`config.mk`:
```
export PLATFORM = sky130hd
export DESIGN_NAME = rx_fifo_timeout
export DESIGN_NICKNAME = d
export VERILOG_FILES = /design/src/rtl/rto_pkg.sv /design/src/rtl/rto_step_decode.sv /design/src/rtl/rto_char_counter.sv /design/src/rtl/rto_req_gate.sv /design/src/rtl/rx_fifo_timeout.sv
export SDC_FILE = /design/constraint.sdc
export NUM_CORES = 1
export LEC_CHECK = 0
export BUFFER_PORTS_ARGS = -buffer_cell sky130_fd_sc_hd__buf_2
export CAP_MARGIN = 20
export CORE_AREA = 10 10 47 49
export CTS_BUF_LIST = sky130_fd_sc_hd__clkbuf_8
export DETAILED_ROUTE_END_ITERATION = 6
export DIE_AREA = 0 0 57 59
export GPL_TIMING_DRIVEN = 0
export PLACE_DENSITY_LB_ADDON = 0.2
export SLEW_MARGIN = 20
export SYNTH_ARGS = -nofsm -noshare
export SYNTH_HDL_FRONTEND = slang
export SYNTH_SLANG_ARGS = --single-unit
```
`constraint.sdc`:
```
create_clock -name clk -period 1.7 [get_ports clk]
set_input_delay 0 -clock clk [delete_from_list [all_inputs] [get_ports clk]]
set_output_delay 0 -clock clk [all_outputs]
set_load 0.1 [all_outputs]
```
`src/rtl/rto_pkg.sv`:
```
// Package: shared types for the receive FIFO time-out detector.
// Assumes: nothing beyond IEEE 1800-2017.
package rto_pkg;

    // What the character-time counter does on the next clock edge.
    typedef enum logic [1:0] {
        STEP_HOLD    = 2'd0,
        STEP_CLEAR   = 2'd1,
        STEP_ADVANCE = 2'd2
    } rto_step_e;

endpackage

```
`src/rtl/rto_step_decode.sv`:
```
// Module: rto_step_decode
// Decides each cycle whether the idle counter holds, clears or advances.
// Assumes: push, pop and tick are single-cycle pulses; clearing events
// (mode off, FIFO empty, any access) take priority over a tick.
module rto_step_decode
    import rto_pkg::*;
(
    input  logic      fifo_mode,
    input  logic      fifo_nonempty,
    input  logic      rx_push,
    input  logic      rx_pop,
    input  logic      char_tick,
    output rto_step_e step
);

    logic clear_now;

    // Purpose: collect every condition that restarts the idle interval.
    always_comb begin
        clear_now = !fifo_mode || !fifo_nonempty || rx_push || rx_pop;
    end

    // Purpose: pick the counter action, clearing ahead of advancing.
    always_comb begin
        if (clear_now) begin
            step = STEP_CLEAR;
        end else if (char_tick) begin
            step = STEP_ADVANCE;
        end else begin
            step = STEP_HOLD;
        end
    end

endmodule

```
`src/rtl/rto_char_counter.sv`:
```
// Module: rto_char_counter
// Saturating count of idle character times; flags when the limit is reached.
// Assumes: LIMIT >= 1; step comes from rto_step_decode.
module rto_char_counter
    import rto_pkg::*;
#(
    parameter int LIMIT = 4
) (
    input  logic      clk,
    input  logic      rst_n,
    input  rto_step_e step,
    output logic      at_limit
);

    localparam int CW = (LIMIT < 2) ? 1 : $clog2(LIMIT + 1);
    localparam logic [CW-1:0] LIMIT_V = CW'(LIMIT);

    logic [CW-1:0] count_q;

    // Purpose: apply the decoded step, saturating at LIMIT.
    always_ff @(posedge clk) begin
        if (!rst_n) begin
            count_q <= '0;
        end else begin
            unique case (step)
                STEP_CLEAR:   count_q <= '0;
                STEP_ADVANCE: if (count_q != LIMIT_V) count_q <= count_q + 1'b1;
                default:      count_q <= count_q;
            endcase
        end
    end

    // Purpose: report the saturated state.
    always_comb begin
        at_limit = (count_q == LIMIT_V);
    end

endmodule

```
`src/rtl/rto_req_gate.sv`:
```
// Module: rto_req_gate
// Drives the ungated flag and the enable-gated request to the arbiter.
// Assumes: the enable is the same one that gates data-available requests.
module rto_req_gate (
    input  logic at_limit,
    input  logic rx_avail_en,
    output logic tmo_flag,
    output logic tmo_req
);

    // Purpose: expose the condition and its gated request.
    always_comb begin
        tmo_flag = at_limit;
        tmo_req  = at_limit && rx_avail_en;
    end

endmodule

```
`src/rtl/rx_fifo_timeout.sv`:
```
// Module: rx_fifo_timeout (top)
// Raises a time-out when the receive FIFO holds data and sees no push or
// pop for IDLE_CHARS character times, in FIFO mode only.
// Assumes: char_tick is a one-cycle pulse per character time from the caller.
module rx_fifo_timeout
    import rto_pkg::*;
#(
    parameter int IDLE_CHARS = 4
) (
    input  logic clk,
    input  logic rst_n,
    input  logic fifo_mode,
    input  logic fifo_nonempty,
    input  logic rx_push,
    input  logic rx_pop,
    input  logic char_tick,
    input  logic rx_avail_en,
    output logic tmo_flag,
    output logic tmo_req
);

    rto_step_e step;
    logic      at_limit;

    rto_step_decode u_dec (
        .fifo_mode     (fifo_mode),
        .fifo_nonempty (fifo_nonempty),
        .rx_push       (rx_push),
        .rx_pop        (rx_pop),
        .char_tick     (char_tick),
        .step          (step)
    );

    rto_char_counter #(.LIMIT(IDLE_CHARS)) u_cnt (
        .clk      (clk),
        .rst_n    (rst_n),
        .step     (step),
        .at_limit (at_limit)
    );

    rto_req_gate u_gate (
        .at_limit    (at_limit),
        .rx_avail_en (rx_avail_en),
        .tmo_flag    (tmo_flag),
        .tmo_req     (tmo_req)
    );

endmodule

```
## Word-level counts from Yosys, hierarchy flattened

Cells that the tools add are included.

| storage, ports and cells | value |
|---|---|
| bits in registers | 3 |
| bits in latches | 0 |
| memory bits (writable) | 0 |
| ROM bits | 0 |
| output and inout bits | 2 |
| logic and storage cells | 19 |
| memories | 0 |

| operators by class | value |
|---|---|
| add/subtract/negate cells | 1 |
| multiply operators | 0 |
| div/mod/pow operators | 0 |
| order comparisons | 0 |
| equality and inequality tests | 5 |
| shift operators | 0 |
| mux-type cells | 4 |
| bitwise logic cells | 0 |
| reductions and logical operators | 8 |

Operator list:

| kind | count |
|---|---|
| $pmux 3 s2 | 1 |
| $mux 2 | 2 |
| $add 3x1->3 const B | 1 |
| $eq 3x3->1 const B | 1 |
| $logic_or 1x1->1 | 3 |
| $mux 3 | 1 |
| $ne 3x3->1 const B | 1 |
| $eq 2x1->1 const B | 1 |
| $eq 2x2->1 const B | 1 |
| $logic_not 1->1 | 2 |
| $ne 2x1->1 const B | 1 |
| $reduce_and 2->1 | 1 |
| $reduce_bool 2->1 | 1 |
| $logic_and 1x1->1 | 1 |

## Longest topological paths before layout

Gate-level depths: netlist of the first run.

| logic depth | value |
|---|---|
| depth after elaboration | 8 |
| gate-level depth with buffers | 5 |
| mapped depth without buffers | 5 |

## Modules after synthesis

Synthesis of the first run repeated with hierarchy kept, for this count alone.

| second synthesis, totals | value |
|---|---|
| cells, all modules | 29 |
| area, all modules | 224.0 sq um |

Modules (own cells, without submodules):

| module | instances | cells each | area an instance (sq um) | sequential area each (sq um) |
|---|---|---|---|---|
| rto_char_counter | 1 | 23 | 185.2 | 60.1 |
| rto_step_decode | 1 | 4 | 25.0 | 0.0 |
| rto_req_gate | 1 | 2 | 13.8 | 0.0 |

## Worst setup path before layout of the first run

OpenSTA, ideal clock, no wires.

| timing path | value |
|---|---|
| path type | flip-flop to output port |
| from | register u_cnt.count_q[0] |
| to | output port tmo_req |
| data arrival time | 1.315 ns |
| required time | 1.700 ns |
| slack | 0.385 ns |
| stages on the path, launching flop included | 4 |
| path buffers | 0 |
| cells stage by stage | dfxtp_1 inv_1 ha_1 and3_1 |

| on the way | value |
|---|---|
| cells in the longest elaborated chain, start to end | 2 |

RTL lines:

| item | line | RTL |
|---|---|---|
| start: declaration | rto_char_counter.sv:18 | `logic [CW-1:0] count_q;` |
| start signal: assignment | rto_char_counter.sv:27 | `STEP_ADVANCE: if (count_q != LIMIT_V) count_q <= count_q + 1'b1;` |
| start signal: assignment | rto_char_counter.sv:28 | `default: count_q <= count_q;` |
| $eq 3x3->1 | rto_char_counter.sv:35 | `at_limit = (count_q == LIMIT_V);` |
| $logic_and 1x1->1 | rto_req_gate.sv:14 | `tmo_req = at_limit && rx_avail_en;` |
| end: declaration | rx_fifo_timeout.sv:19 | `output logic tmo_req` |

Every way passes these cells.

## Worst setup path in the final report of the first run

| timing path | value |
|---|---|
| from | register u_cnt.count_q[0] |
| to | register u_cnt.count_q[1] |

| on the way | value |
|---|---|
| cells in the longest elaborated chain, start to end | 3 |

RTL lines:

| item | line |
|---|---|
| $add 3x1->3 or $ne 3x3->1 (tied branches) | rto_char_counter.sv:27 |
| $mux 3 or $ne 2x1->1 (tied branches) | n/a |
| $pmux 3 s2 or $reduce_and 2->1 (tied branches) | n/a |

Parallel ways exist; a longest one is shown, timed or not. The select of a mux whose other input is x is not followed.
A chain may end at the register's enable or synchronous reset.

==> flow_summary.ini, run 1 <==
[route]
vias = 184
drtPass1Iterations = 1
drt_iter0_drc = 0
via_per_inst = 3.83
drc = 0
wl_per_cell_um = 9.33
ant_nets = 0
wirelength_um = 448

[sta]
setup-violations-final = 0
rsz0062_at_grt = false
fin_crit_ns = 1.41
drv_slew = 0
max_freq_mhz = 709
finalHoldWorstSlack_ns = 0.0736
final.setup.tns_ns = 0
finalCritPeriodShare_pct = 83.0
relSlewSlack_pct = 67.3
worstMarginPinSlew_ns = 0.494
finClkSkew_ns = 0.00301
hold_viol = 0

[placed_design]
hpwl_um = 369
place_area_um2 = 246
portBuffers = 9
place_inst = 44
place_congestion = 0.653

[layout]
diodes = 0
seq_area_um2 = 60.1
top_register = u_cnt.count_q
fin_nets = 43
stdcell_count = 48
final_cell_area_um2 = 292
final_util_pct = 20.8
multi_input_area_um2 = 114
largestRegisters = u_cnt.count_q (3)
fill_cells = 163
drive_gt1_share_pct = 43.8
area_growth_pct = 60.7
largest_register_ffs = 3

[power]
p_sw_share_pct = 17.3
p_int_uw = 233
p_leak_uw = 0.000142
power.density_nw_per_um2 = 968
power.switching_uw = 48.7
seqPwrFrac_pct = 25.3
power_frac_comb_pct = 5.0
peakVddDrop_mv = 0.391
power_frac_clock_pct = 69.7

[critical_path]
crit_arrival_ns = 1.51
crit_slowest_cell = a21boi_0
r2r_slack_ns = 0.29
max_stage_delay_ns = 0.37
worst-path-buf-inv = 1
cp.depth = 5
path_cells = inv_1 > ha_1 > a21boi_0 > mux2i_1 > nor2_1
crit_fanout = 4
rr_startpoint = u_cnt.count_q[0]$_SDFFE_PN0P_
endpoint = u_cnt.count_q[1]$_SDFFE_PN0P_
startpoint_type = flip-flop
crit_path_start = u_cnt.count_q[0]$_SDFFE_PN0P_
cp.required_ns = 1.80
path_delay_family = compound AO/OA/AOI/OAI gates
crit_type = flip-flop to flip-flop
end_kind = flip-flop
reg2reg_to = u_cnt.count_q[1]$_SDFFE_PN0P_
r2r_cells = 5

[synth]
synth_common_cells = dfxtp_1 (3), ha_1 (2), inv_1 (2), nor2_1 (2)
synthXorXnorAreaFrac_pct = 4.83
synthCells = 19
ys_warn_count = 0
ys_ff_latch = 3
synth_top_area_share_pct = 33.1
synth_compound_area_share_pct = 6.90
synth-edff-count = 0
synth_fp_nets = 29
yosys.area.top_type = dfxtp_1
synth_area_leaders = dfxtp_1 (33%), ha_1 (14%), or4b_4 (7.6%)
syn-cell-area_um2 = 181
ys_seq_area_share_pct = 33.1
syn_avg_cell_area_um2 = 9.55
synth_top_family_by_area = simple AND/OR/NAND/NOR gates
muxShareOfSynthArea_pct = 5.52
synthSimpleGateAreaFrac_pct = 31.7
synthArstFlopShare_pct = 0
yosysUniqueCellTypes = 14
yosys.area_share.adder_pct = 13.8
synth_ff_type = dfxtp_1
yosys.cell_count.top_type = dfxtp_1

[floorplanning]
io_pins = 10
rows = 14
die_w_um = 57
die_y_um = 59
initial_core_util_pct = 12.9
dieArea_um2 = 3360
core_area_um2 = 1400

[clocking]
cts_resized = 0
cts_buffers = 3
htreeDepth = 1
cts.sinks = 3
cts_tree = built
clkTransAtPathRegs_ns = 0.03
cts_hold_buf = 0
ctsLongestPathBuffers = 2
postCtsSetupBuffers = 0
clock_latency_ns = 0.21
cts_root_buffer = clkbuf_8

[global_route]
overflow = 0
grt_pass1_wl_um = 662
grt_max_degree = 6
track_usage_pct = 3.20
antenna_found_initial = 0
first_global_vias = 167

[hold_path]
hold_class = input pin to flip-flop

[run_status]
status = complete, no violations

[run]
drv_cap = 0
==> layout by cell type (no fill, tap or decap), drive strengths merged <==
| cell | netlist | layout |
|---|---|---|
| or4b | 1 | 1 |
| mux2i | 1 | 1 |
| and4b | 1 | 1 |
| nor3 | 1 | 1 |
| a21oi | 1 | 1 |
| nand2 | 1 | 1 |
| buf | 0 | 9 |
| and3 | 1 | 1 |
| xnor2 | 1 | 1 |
| dfxtp | 3 | 3 |
| nor2 | 2 | 2 |
| and2 | 1 | 1 |
| clkbuf | 0 | 3 |
| inv | 2 | 3 |
| ha | 2 | 2 |
| a21boi | 1 | 1 |
==> cell families (layout without fill, tap and decap cells) <==
group                      Yosys count  after routing
xor gates and xnor gates             1              1
adders and majority gates            2              2
buffers and inverters                2             15
AOI/OAI and AO/OA                    2              2
and+or+nand+nor                      8              8
muxes                                1              1
DFF                                  3              3
==> how the worst min path moves through the flow <==
stage / startpoint / end / slack (ns) / cells after the start
after CTS: rx_push / u_cnt.count_q[2]$_SDFFE_PN0P_ / 0.07 / 3
final: rx_push / u_cnt.count_q[2]$_SDFFE_PN0P_ / 0.07 / 3
after floorplan: char_tick / u_cnt.count_q[2]$_SDFFE_PN0P_ / 0.17 / 2
after global routing: rx_pop / u_cnt.count_q[2]$_SDFFE_PN0P_ / 0.07 / 3
after detailed placement: rx_push / u_cnt.count_q[0]$_SDFFE_PN0P_ / 0.30 / 3
after global placement: char_tick / u_cnt.count_q[2]$_SDFFE_PN0P_ / 0.29 / 3
==> cell type report <==
class	instances	share of cell area [%]
well taps	16	6.87
flip-flops and latches	3	20.6
clock inverters	1	1.29
repair buffers	9	15.5
multi-input cells	14	39.1
clock buffers	3	14.2
inverters	2	2.58
==> tightest hold or removal path: cells and delay by family <==
kind,cells,cell delay (ns)
and+or+nand+nor,2,0.16
buffers and inverters,1,0.08
==> per-layer routing <==
metal	global-route usage [%]	part of all wire, %	vias to the layer above
met5	0	0	-
met4	4.03	4.2	0
met3	6.01	25	5
met2	2.48	26	15
li1	-	-	90
met1	2.14	44	74
==> metrics by stage <==
stage	power [uW]	setup WS, ns
after floorplan	77.7	0.385
after global placement	85.8	0.343
after detailed placement	86.5	0.285
after CTS	291	0.281
after global routing	303	0.217
final	282	0.289
==> power groups by stage <==
stage	registers, uW	clock network (uW)	logic (uW)
CTS	71.4	205	14.2
global route	71.4	217	15.3
global placement	72.3	0	13.5
detailed placement	72.3	0	14.2
floorplan	72.3	0	5.41
finish	71.5	197	14.1
Power figures use the tool's default switching activity.
==> run 2, diff against run 1 <==
clock period = 1.4 ns   (was 1.7 ns; I/O delays follow)
==> run 2 against run 1 <==
Effect of this change:
- total power grew 22%
- maximum frequency rose by 7.8%
- sequential power rose by 21%
- via count up 2.2%
==> flow_summary.ini, run 2 (same netlist as run 1, synthesis figures left out) <==
[layout]
layout_common_cells = buf_2 (7), inv_1 (3), clkbuf_8 (3), dfxtp_1 (3)
fin_nets = 43
layout_commonest_cell = buf_2
area_growth_pct = 63.4
drive_gt1_share_pct = 43.8
largest_register_ffs = 3
largestRegisters = u_cnt.count_q (3)
diodes = 0
top_register = u_cnt.count_q

[critical_path]
path_delay_family = flip-flops
crit_slowest_cell = dfxtp_1
crit_arrival_ns = 1.41
crit_path_start = u_cnt.count_q[0]$_SDFFE_PN0P_
cp.required_ns = 1.50
path_cells = inv_1 > ha_1 > a21boi_1 > mux2i_1 > nor2_1
end_kind = flip-flop
startpoint_type = flip-flop
worst-path-buf-inv = 1
crit_fanout = 4
max_stage_delay_ns = 0.35
crit_type = flip-flop to flip-flop
rr_startpoint = u_cnt.count_q[0]$_SDFFE_PN0P_

[route]
wirelength_um = 448
wl_per_cell_um = 9.33
ant_nets = 0
drtPass1Iterations = 1
vias = 188
via_per_inst = 3.92
drt_iter0_drc = 0
drc = 0

[power]
p_leak_uw = 0.000141
seqPwrFrac_pct = 25.3
p_int_uw = 284
power.density_nw_per_um2 = 1160
peakVddDrop_mv = 0.477
p_sw_share_pct = 17.3
power.switching_uw = 59.5
power_frac_clock_pct = 69.7
power_frac_comb_pct = 5.0

[placed_design]
place_congestion = 0.653
hpwl_um = 369
dp_slack_ns = -0.0150
portBuffers = 9

[run_status]
status = complete, no violations

[floorplanning]
rows = 14
io_pins = 10
initial_core_util_pct = 12.9
die_y_um = 59
core_area_um2 = 1400
die_w_um = 57
dieArea_um2 = 3360

[clocking]
cts_root_buffer = clkbuf_8
cts.sinks = 3
htreeDepth = 1
clock_latency_ns = 0.21
ctsLongestPathBuffers = 2
cts_tree = built
clkTransAtPathRegs_ns = 0.03
cts_buffers = 3

[sta]
relSlewSlack_pct = 79.7
finalHoldWorstSlack_ns = 0.0734
finalCritPeriodShare_pct = 93.5
fin_crit_ns = 1.31
rsz0062_at_grt = false
setup-violations-final = 0
finClkSkew_ns = 0.00342
max_freq_mhz = 764
fin_ws_ns = 0.0911
hold_viol = 0
drv_slew = 0
worstMarginPinSlew_ns = 0.307

[global_route]
overflow = 0
antenna_found_initial = 0
first_global_vias = 167
track_usage_pct = 3.20
grt_pass1_wl_um = 662
grt_max_degree = 6

[hold_path]
hold_class = input pin to flip-flop
hp-start = rx_push

[run]
drv_cap = 0
-- run 2: layout make-up --
| cell class | instances | area [um^2] |
|---|---|---|
| inverters | 2 | 7.51 |
| multi-input cells | 14 | 114 |
| well taps | 16 | 20.0 |
| flip-flops and latches | 3 | 60.1 |
| repair buffers | 9 | 50.0 |
| clock inverters | 1 | 3.75 |
| clock buffers | 3 | 41.3 |
| fillers | 163 | 1100 |
-- run 2: path summary, 6_finish.rpt --
kind	depth (start not counted)	endpoint	slack (ns)
max reg2reg	5	u_cnt.count_q[1]$_SDFFE_PN0P_	0.09
min	3	u_cnt.count_q[2]$_SDFFE_PN0P_	0.07
min reg2reg	2	u_cnt.count_q[1]$_SDFFE_PN0P_	0.54
max	5	u_cnt.count_q[1]$_SDFFE_PN0P_	0.09
-- run 2: worst reg2reg max path, cell delays in order (launching register included) --
cell and delay (ns):
dfxtp_1 0.35, inv_1 0.06, ha_1 0.23, a21boi_1 0.28, mux2i_1 0.23, nor2_1 0.06
-- run 2: repair_timing --
action	4_1_cts	5_1_grt
cloned	0	0
hold endpoints to repair	0	0
buffers inserted	0	0
endpoints found under the setup margin	1	2
resized for setup	1	2
hold buffers	0	0
-- run 2: power by group through the flow --
stage          logic (uW)  clock network [uW]  registers, uW
3_3_place_gp         16.4                   0           87.8
6_report             17.2                 239           86.8
5_1_grt              18.8                 263           86.7
3_5_place_dp         17.2                   0           87.8
2_1_floorplan        6.57                   0           87.8
4_1_cts              17.5                 249           86.8
-- run 2: routing by layer --
metal	up-vias	global-route usage, %	routed length, um
li1	90	-	-
met3	5	6.01	114
met4	0	4.03	19
met1	78	2.14	194
met2	15	2.48	119
met5	-	0	0
-- run 2: through the flow --
stage          utilization, %  power [uW]  std cells  TNS, ns  cell area, um^2
3_3_place_gp             17.6         104         44        0              246
5_1_grt                  21.2         369         48        0              297
3_5_place_dp             17.6         105         44  -0.0150              246
6_report                 21.2         343         48        0              297
2_1_floorplan               -        94.4         19        0              181
4_1_cts                  20.8         353         48        0              292
